**src/rtl/phy_isr_pkg.sv**
```systemverilog
package phy_isr_pkg;
  localparam int unsigned REG_W    = 16;
  localparam int unsigned N_SRC    = 4;
  localparam int unsigned GSTS_BIT = 0;
  localparam int unsigned STS_LSB  = 1;
  localparam int unsigned GEN_BIT  = 8;
  localparam int unsigned EN_LSB   = 9;
  localparam int unsigned TEST_BIT = EN_LSB + N_SRC;
endpackage

```
**src/rtl/isr_sticky_bit.sv**
```systemverilog
module isr_sticky_bit (
  input  logic clk_i,
  input  logic rst_ni,
  input  logic set_i,
  input  logic clr_i,
  output logic q_o
);
  // a set in the clearing cycle survives the clear
  always_ff @(posedge clk_i or negedge rst_ni) begin
    if (!rst_ni)    q_o <= 1'b0;
    else if (clr_i) q_o <= set_i;
    else            q_o <= q_o | set_i;
  end
endmodule

```
**src/rtl/isr_ctrl_reg.sv**
```systemverilog
module isr_ctrl_reg #(
  parameter int unsigned N_SRC = 4
) (
  input  logic             clk_i,
  input  logic             rst_ni,
  input  logic             wr_i,
  input  logic [N_SRC-1:0] en_d_i,
  input  logic             gen_d_i,
  input  logic             test_d_i,
  output logic [N_SRC-1:0] en_o,
  output logic             gen_o,
  output logic             test_o
);
  always_ff @(posedge clk_i or negedge rst_ni) begin
    if (!rst_ni) begin
      en_o   <= '0;
      gen_o  <= 1'b0;
      test_o <= 1'b0;
    end else if (wr_i) begin
      en_o   <= en_d_i;
      gen_o  <= gen_d_i;
      test_o <= test_d_i;
    end
  end
endmodule

```
**src/rtl/isr_irq_comb.sv**
```systemverilog
module isr_irq_comb #(
  parameter int unsigned N_SRC = 4
) (
  input  logic [N_SRC-1:0] sts_i,
  input  logic [N_SRC-1:0] en_i,
  input  logic             gen_i,
  output logic             irq_o
);
  assign irq_o = gen_i & (|(sts_i & en_i));
endmodule

```
**src/rtl/phy_irq_status_reg.sv**
```systemverilog
module phy_irq_status_reg
  import phy_isr_pkg::*;
(
  input  logic             clk_i,
  input  logic             rst_ni,
  input  logic             rd_i,
  input  logic             wr_i,
  input  logic [REG_W-1:0] wdata_i,
  output logic [REG_W-1:0] rdata_o,
  input  logic             link_evt_i,
  input  logic             duplex_evt_i,
  input  logic             aneg_evt_i,
  input  logic             speed_evt_i,
  output logic             irq_o
);
  logic [N_SRC-1:0] evt, frc, set, sts_q, en_q;
  logic             gen_q, test_q, gsts_q;
  logic             unused_wdata;

  assign unused_wdata = ^{wdata_i[REG_W-1:TEST_BIT+1], wdata_i[GEN_BIT-1:STS_LSB+N_SRC],
                          wdata_i[STS_LSB+N_SRC-1:0]};

  assign evt = {speed_evt_i, aneg_evt_i, duplex_evt_i, link_evt_i};
  // forcing uses the test bit already held, not the one being written
  assign frc = (wr_i && test_q) ? wdata_i[EN_LSB +: N_SRC] : '0;
  assign set = evt | frc;

  isr_ctrl_reg #(.N_SRC(N_SRC)) u_ctrl (
    .clk_i   (clk_i),
    .rst_ni  (rst_ni),
    .wr_i    (wr_i),
    .en_d_i  (wdata_i[EN_LSB +: N_SRC]),
    .gen_d_i (wdata_i[GEN_BIT]),
    .test_d_i(wdata_i[TEST_BIT]),
    .en_o    (en_q),
    .gen_o   (gen_q),
    .test_o  (test_q)
  );

  for (genvar i = 0; i < N_SRC; i++) begin : g_sts
    isr_sticky_bit u_bit (
      .clk_i (clk_i),
      .rst_ni(rst_ni),
      .set_i (set[i]),
      .clr_i (rd_i),
      .q_o   (sts_q[i])
    );
  end

  isr_sticky_bit u_gsts (
    .clk_i (clk_i),
    .rst_ni(rst_ni),
    .set_i (|set),
    .clr_i (rd_i),
    .q_o   (gsts_q)
  );

  isr_irq_comb #(.N_SRC(N_SRC)) u_irq (
    .sts_i(sts_q),
    .en_i (en_q),
    .gen_i(gen_q),
    .irq_o(irq_o)
  );

  always_comb begin
    rdata_o                     = '0;
    rdata_o[TEST_BIT]           = test_q;
    rdata_o[EN_LSB +: N_SRC]    = en_q;
    rdata_o[GEN_BIT]            = gen_q;
    rdata_o[STS_LSB +: N_SRC]   = sts_q;
    rdata_o[GSTS_BIT]           = gsts_q;
  end
endmodule

```
**config.mk**
```make
export PLATFORM = sky130hd
export DESIGN_NAME = phy_irq_status_reg
export DESIGN_NICKNAME = d
export VERILOG_FILES = /design/src/rtl/phy_isr_pkg.sv /design/src/rtl/isr_sticky_bit.sv /design/src/rtl/isr_ctrl_reg.sv /design/src/rtl/isr_irq_comb.sv /design/src/rtl/phy_irq_status_reg.sv
export SDC_FILE = /design/constraint.sdc
export NUM_CORES = 1
export LEC_CHECK = 0
export BUFFER_PORTS_ARGS = -buffer_cell sky130_fd_sc_hd__buf_2
export CAP_MARGIN = 20
export CORE_ASPECT_RATIO = 0.9
export CORE_MARGIN = 3
export CORE_UTILIZATION = 37
export DETAILED_ROUTE_END_ITERATION = 10
export GPL_TIMING_DRIVEN = 0
export PLACE_DENSITY = 0.75
export SLEW_MARGIN = 40
export SYNTH_ARGS = -nofsm -noshare
export SYNTH_HDL_FRONTEND = slang
export SYNTH_SLANG_ARGS = --single-unit
```
**constraint.sdc**
```tcl
create_clock -name clk_i -period 1.3 [get_ports clk_i]
set_input_delay 0.13 -clock clk_i [delete_from_list [all_inputs] [get_ports clk_i]]
set_output_delay 0.13 -clock clk_i [all_outputs]
set_load 0.05 [all_outputs]
```
* Word level (Yosys, flattened, before mapping)
Index checks and enable logic that the tools add are counted.
** Word-level totals
- Register bits :: 11
- Bits of input ports :: 24
- Output and inout bits :: 17
- Logic and storage cells :: 25
** Operators by class
- Mux-type cells :: 6
- Reduce and logical (&&, ||, !) cells :: 3
- Bitwise operators :: 8
** Operators with widths (count)
- $reduce_or A4 Y1 :: 2
- $mux W1 :: 5
- $or A1 B1 Y1 :: 5
- $and A4 B4 Y4 :: 1
- $mux W4 :: 1
- $or A4 B4 Y4 :: 1
- $and A1 B1 Y1 :: 1
- $logic_and A1 B1 Y1 :: 1

* Depth between registers and ports, before layout
Gate-level depths: netlist (run 1).
- Depth in word-level cells :: 6
- Gate-level depth with buffers :: 3
- Gate-level depth less buffers :: 2

* Cells and area by module
Synthesis (run 1) repeated with hierarchy kept, for this count alone.
** Unflattened totals
- Cells, all modules :: 48
- Area, all modules :: 581.8 um2
** By module, submodules not included
- isr_ctrl_reg :: instances 1, cells an instance 13, area an instance 251.5 um2, sequential area each 150.1 um2
- isr_sticky_bit :: instances 5, cells an instance 3, area an instance 36.3 um2, sequential area each 25.0 um2
- phy_irq_status_reg :: instances 1, cells an instance 17, area an instance 126.4 um2, sequential area each 0.0 um2
- isr_irq_comb :: instances 1, cells an instance 3, area an instance 22.5 um2, sequential area each 0.0 um2

* Worst setup path before layout (run 1)
OpenSTA, ideal clock, no wires.
- Path type :: reg2out
- Start point :: register u_ctrl.en_o[0]
- End point :: output port irq_o
- Data required time :: 1.170 ns
- Slack :: -0.777 ns
- Arrival time :: 1.947 ns
- Buffers on the path :: 0
- Cell stages (with the launch flop) :: 3
- Path through :: dfrtp_1 a22oi_1 a21boi_0
** On the way
- Longest elaborated chain between the ends :: 3
** RTL lines
- from (decl) :: RTL line isr_ctrl_reg.sv:10 : output logic [N_SRC-1:0] en_o,
- from (signal assigned) :: RTL line isr_ctrl_reg.sv:20 : en_o <= en_d_i;
- $and A4 B4 Y4 :: RTL line isr_irq_comb.sv:9 : assign irq_o = gen_i & (|(sts_i & en_i));
- $reduce_or A4 Y1 :: RTL line isr_irq_comb.sv:9
- $and A1 B1 Y1 :: RTL line isr_irq_comb.sv:9
- to (decl) :: RTL line phy_irq_status_reg.sv:14 : output logic irq_o
Every way passes these cells.

* Final worst setup path (run 1)
Ends and elaborated chain as after synthesis.

==> summary.txt, run 1 <==
Outcome
  – Outcome: completed

Floorplanning
  – Die Area: slightly below 2000 um2
  – Site Rows: 12
  – Die height: roughly 42 um
  – Core outline area: 1310 um2
  – Initial Util: 41.3%
  – Die Width: 46.2 um
  – I/O Pins: 41

STA
  – Period utilisation layout: between 90% and 100%
  – Final Hold Fails: 0
  – Final WS setup: ~27 ps
  – Max Fclk: roughly 790 MHz
  – Slew Viols, Final: 0
  – Final Hold Slack: 70.1 ps
  – RSZ-0062 raised after global routing: yes
  – Final setup fails: 0
  – Fin Clk Skew: roughly 2.8 ps
  – Min Tclk post-route: roughly 1300 ps

Finish
  – Area delta synth->final: 42.5%
  – Fillers: between 100 and 150
  – Share of cells above drive strength 1: roughly 70%
  – Final non-filler cell total: a little over 90
  – Antenna diodes: 0
  – Register area: around 280 um2
  – Final Cell Area: 768 um2
  – Multi-input logic area: roughly 200 um2
  – # nets final: between 100 and 150

Worst hold path
  – Class of the worst hold path: in2reg

Global route
  – Vias in the first global route: ~420
  – First-pass GRT wire length: approximately 1800 um
  – Total track usage: a little over an eighth
  – Initial antenna violation count: 0
  – Grt ovf: 0
  – Largest net degree at the start of global routing: 12

Clock tree
  – Clk sinks: 11
  – Clk slew on worst S/H paths: 70 ps
  – Clk_lat worst skew: between 200 and 300 ps
  – Clock buffer depth: 2
  – CTS Buf Count: 3
  – H-tree levels: 1
  – CTS tree: done
  – Root buffer cell: clkbuf_4

Setup path
  – Critical-path maximum fanout: 2
  – Crit. End Element: primary output
  – Worst setup path category: reg2out
  – CP peak stage delay: about 400 ps
  – Crit start category: flip-flop
  – CP cell instances: a22oi_2, a21boi_4, buf_6
  – Slowest stage cell, crit path: dfrtp_2
  – Critical path arrival: 1140 ps
  – Worst path required time: 1170 ps

Routing
  – Drc violations: 0
  – WL/cell: between 10 and 15 um
  – Post-route ant nets: 0
  – Total Wirelength: 1120 um
  – Via count: ~410
  – Vias per cell: approximately 4.5
  – Detailed Route Iter0 Violations: 2
  – 1st-pass router iterations: 2

Synthesis
  – Synthesis-stage register bit count: 11
  – Post-synthesis compound-gate area fraction: a little over an eighth
  – Syn Area/Cell: approximately 13 um2
  – Yosys cell types: 12
  – Sequential area share after synthesis: 51.0%
  – Synthesized area: between 500 and 600 um2
  – Multiplexer share of the synthesized area: around an eighth
  – Synth warn: 0
  – Syn Inst Count: 43
  – Largest family of logic cells by synthesized area: buffers and inverters
  – Post-Synth XOR/XNOR Area: 0%
  – Post-Synth Simple-Gate Area: 3.94%
  – Synth Area in Adders: 0%

Place
  – RePlAce Congestion: around 0.65
  – Placed inst area: between 700 and 800 um2
  – Hpwl dp: slightly above 900 um
  – DP Cell Count: 85
  – I/O Buffers: 24
  – Place WS: around 110 ps

Pwr
  – Worst vdd ir: roughly 860 uV
  – Comb pwr share: approximately 34%
  – Leak: between 0.3 and 0.4 nW
  – P_int: between 0.0006 and 0.0007 W
  – Register share of total power: 41.5%
  – Switching Share: between 30% and 40%
  – Pwr dens: around 1200 nW/um2
  – Clock power frac: about a quarter
  – Sw power: between 0.0003 and 0.0004 W
  – Total power: roughly 0.00096 W

Run
  – Max_cap viols: 0
==> worst max-delay path, delay by kind of cell (launching register included) <==
kind	cells	cell delay, ps
flops	1	400
compound gates	2	310
buf+inv	1	150
==> registers in the layout, indices dropped and copies added, names as in the netlist <==
signal / count
g_sts.u_bit.q_o: 4
u_ctrl.test_o: 1
u_ctrl.gen_o: 1
u_gsts.q_o: 1
u_ctrl.en_o: 4
==> placed cells by master, fill, tap and decap left out, drive strengths merged <==
cell         count
buf             37
dfrtp           11
mux2             6
conb             5
a221o            5
clkbuf           5
or4              2
a22oi            2
inv              1
and2             1
a21boi           1
dlygate4sd3      1
==> cell usage after synthesis, drive strengths merged <==
master / instances / share of area, %
a21boi: 1 / 1.4
a221o: 5 / 9.5
a22oi: 2 / 2.8
and2: 1 / 1.2
buf: 12 / 17
clkbuf: 1 / 0.70
conb: 1 / 0.70
dfrtp: 11 / 51
inv: 1 / 0.70
mux2: 6 / 13
or4: 2 / 2.8
==> path summary, 6_finish.rpt <==
| kind | start | end | slack, ps | cells past startpoint |
|---|---|---|---|---|
| max | u_ctrl.en_o[0] | irq_o | 30 | 3 |
| min | speed_evt_i | g_sts[3].u_bit.q_o | 70 | 2 |
| max reg2reg | u_ctrl.test_o | g_sts[2].u_bit.q_o | 230 | 2 |
| min reg2reg | u_gsts.q_o | u_gsts.q_o | 510 | 1 |
| max in group asynchronous | rst_ni | u_ctrl.en_o[2] | 830 | 2 |
| min in group asynchronous | rst_ni | u_ctrl.test_o | 250 | 2 |
==> stage by stage <==
step	TNS [ps]	util (%)
2_1_floorplan	0	-
3_3_place_gp	0	54.2
3_5_place_dp	0	54.2
4_1_cts	0	58.8
5_1_grt	-24.4	58.8
6_report	0	58.8
==> logic make-up (layout without fill, tap and decap cells) <==
family	Yosys count	after routing
DFF	11	11
AOI/OAI and AO/OA	8	8
other	1	5
muxes	6	6
and+or+nand+nor	3	3
buffers and inverters	14	44
==> area by class of cell <==
cell class	instances	area share, %
Sequential cell	11	36.5
Multi-Input combinational cell	22	26.4
Timing Repair Buffer	26	18.7
Buffer	13	12.2
Clock buffer	4	3.42
Tap cell	14	2.28
Inverter	1	0.489
==> layer usage <==
layer  GRT usage [%]  part of all wire, %  vias up
met2            22.5                   51       19
li1                -                    -      209
met5               0                    0        -
met1            12.7                   39      177
met4            6.82                  1.4        0
met3            6.87                  8.0        2
==> power groups by stage <==
stage	Combinational, W	Sequential [W]	Clock (W)
2_1_floorplan	0.000202	0.000442	0
3_3_place_gp	0.000310	0.000400	0
3_5_place_dp	0.000314	0.000403	0
4_1_cts	0.000332	0.000399	0.000244
5_1_grt	0.000347	0.000402	0.000268
6_report	0.000329	0.000398	0.000231
==> repair_timing <==
action | CTS | global route
hold endpoints to repair | 11 | 0
hold buffers | 1 | 0
resized for setup | 4 | 0
setup endpoints to repair | 1 | 1
pin swaps | 1 | 0
buffers inserted | 1 | 0
Note: power is estimated with default switching activity, not from simulation.
==> run 2, diff against run 1 <==
Settings changed: CORE_UTILIZATION 37 to 30, MAX_ROUTING_LAYER from default to met4, PLACE_DENSITY 0.75 to default.
==> run 2 against run 1 <==
Effect of this change:
- register-to-register slack hardly changed
- worst setup slack worse by 9.0 ps
- clock power hardly changed
- critical path type unchanged
- largest cell class unchanged
==> summary.txt, run 2 (synthesized netlist as in run 1, its figures left out) <==
Outcome
  – Outcome: completed (unchanged)

Finish
  – Register area: 280 um2 (unchanged)
  – Antenna diodes: 0 (unchanged)
  – Area delta synth->final: 42.9% (was 42.5%)
  – Biggest regs: g_sts.u_bit.q_o: 4 flops, u_ctrl.en_o: 4 flops (unchanged)
  – Fillers: 174 (was 117)
  – Fin util: 49.4% (was 58.8%)
  – Most frequent cells in the layout: buf_2 (23), buf_4 (12), dfrtp_1 (7) (was buf_2 (23), buf_4 (13), dfrtp_1 (7))
  – Share of cells above drive strength 1: 69.7% (was 70.1%)
  – # nets final: 101 (was 102)
  – Most common cell after layout, fill and taps aside: buf_2 (unchanged)
  – Multi-input logic area: 203 um2 (unchanged)

Floorplanning
  – Die Area: 2340 um2 (was 1950 um2)
  – Initial Util: 34.5% (was 41.3%)
  – Core outline area: 1560 um2 (was 1310 um2)
  – Die Width: 50.7 um (was 46.2 um)
  – Site Rows: 13 (was 12)
  – I/O Pins: 41 (unchanged)
  – Die height: 46.2 um (was 42.2 um)

Routing
  – WL/cell: 11.9 um (was 12.3 um)
  – Drc violations: 0 (unchanged)
  – Total Wirelength: 1170 um (was 1120 um)
  – 1st-pass router iterations: 3 (was 2)
  – Via count: 410 (was 407)
  – Detailed Route Iter0 Violations: 5 (was 2)
  – Vias per cell: 4.18 (was 4.47)
  – Post-route ant nets: 0 (unchanged)

Setup path
  – Crit. End Element: primary output (unchanged)
  – Worst path required time: 1170 ps (about the same)
  – Critical-path maximum fanout: 3 (was 2)
  – Crit start category: flip-flop (unchanged)
  – Worst setup path category: reg2out (unchanged)
  – Critical path arrival: 1150 ps (was 1140 ps)

Global route
  – Total track usage: 12.0% (was 13.4%)
  – First-pass GRT wire length: 1990 um (was 1780 um)
  – Initial antenna violation count: 0 (unchanged)
  – Vias in the first global route: 419 (was 421)
  – Grt ovf: 0 (unchanged)
  – Largest net degree at the start of global routing: 12 (unchanged)

Clock tree
  – Clk sinks: 11 (unchanged)
  – CTS Buf Count: 3 (unchanged)
  – Root buffer cell: clkbuf_4 (unchanged)
  – CTS tree: done (unchanged)
  – Clk slew on worst S/H paths: 80 ps (was 70 ps)
  – H-tree levels: 1 (unchanged)
  – Clock buffer depth: 2 (unchanged)
  – Clk_lat worst skew: 260 ps (was 270 ps)

STA
  – RSZ-0062 raised after global routing: yes (unchanged)
  – Min Tclk post-route: 1280 ps (was 1270 ps)
  – Final WS setup: 18.4 ps (was 27.4 ps)
  – Final setup fails: 0 (unchanged)
  – Final Hold Fails: 0 (unchanged)
  – Period utilisation layout: 98.6% (was 97.9%)
  – Final setup TNS: 0 ps (unchanged)
  – Max Fclk: 780 MHz (was 786 MHz)
  – Slew Viols, Final: 0 (unchanged)
  – Fin Clk Skew: 3.80 ps (was 2.80 ps)

Place
  – Hpwl dp: 955 um (was 921 um)
  – I/O Buffers: 24 (unchanged)
  – RePlAce Congestion: 0.758 (was 0.647)
  – Place WS: 94.0 ps (was 111 ps)

Run
  – Max_cap viols: 0 (unchanged)

Worst hold path
  – Class of the worst hold path: in2reg (unchanged)

Pwr
  – Leak: 0.366 nW (was 0.371 nW)
  – Worst vdd ir: 719 uV (was 861 uV)
  – Pwr dens: 1240 nW/um2 (was 1250 nW/um2)
run 2: layout make-up:
cell class	count	share of cell area, %
repair buffers	25	17.7
plain buffers	13	12.2
well taps	22	3.57
flip-flops and latches	11	36.4
inverters	1	0.487
multi-input cells	22	26.3
clock buffers	4	3.41
run 2: final timing paths:
kind | start | end | slack (ps) | cells past startpoint
max | u_ctrl.en_o[0] | irq_o | 20 | 3
min | link_evt_i | g_sts[0].u_bit.q_o | 80 | 2
max reg2reg | u_ctrl.test_o | g_sts[2].u_bit.q_o | 240 | 2
min reg2reg | u_gsts.q_o | u_gsts.q_o | 540 | 1
max in group asynchronous | rst_ni | u_ctrl.en_o[2] | 810 | 2
min in group asynchronous | rst_ni | g_sts[1].u_bit.q_o | 260 | 2
run 2: metrics by stage:
| stage | cells | hold WS (ps) | total power [W] | instance area (um2) |
|---|---|---|---|---|
| 2_1_floorplan | 47 | -166 | 0.000644 | 571 |
| 3_3_place_gp | 93 | 11.4 | 0.000714 | 718 |
| 3_5_place_dp | 93 | 13.4 | 0.000717 | 718 |
| 4_1_cts | 98 | 75.4 | 0.000966 | 771 |
| 5_1_grt | 98 | 73.5 | 0.00101 | 771 |
| 6_report | 98 | 79.0 | 0.000955 | 771 |
run 2: what timing repair did:
| action | in CTS | in global routing |
|---|---|---|
| setup endpoints to repair | 1 | 1 |
| endpoints found under the hold margin | 11 | 0 |
| pin swaps | 1 | 0 |
| resized for setup | 4 | 0 |
| hold buffers | 1 | 0 |
| buffers inserted | 0 | 0 |
run 2: worst max-delay path, stage by stage (launching register included):
cell      delay, ps
dfrtp_2         420
a22oi_2         240
a21boi_4         80
buf_6           150
run 2: layer usage:
metal  global-route usage [%]  routed length [um]  vias up
met4                     6.45                  10        0
met2                     16.9                 483       20
li1                         -                   -      209
met3                     2.91                 100        2
met1                     15.8                 571      179
met5                        -                   0        -
run 2: where the power goes:
part           internal, W  total (W)  switching (W)
logic             0.000113   0.000324       0.000211
registers         0.000373   0.000398      0.0000249
clock network     0.000118   0.000233       0.000115
total             0.000605   0.000955       0.000350
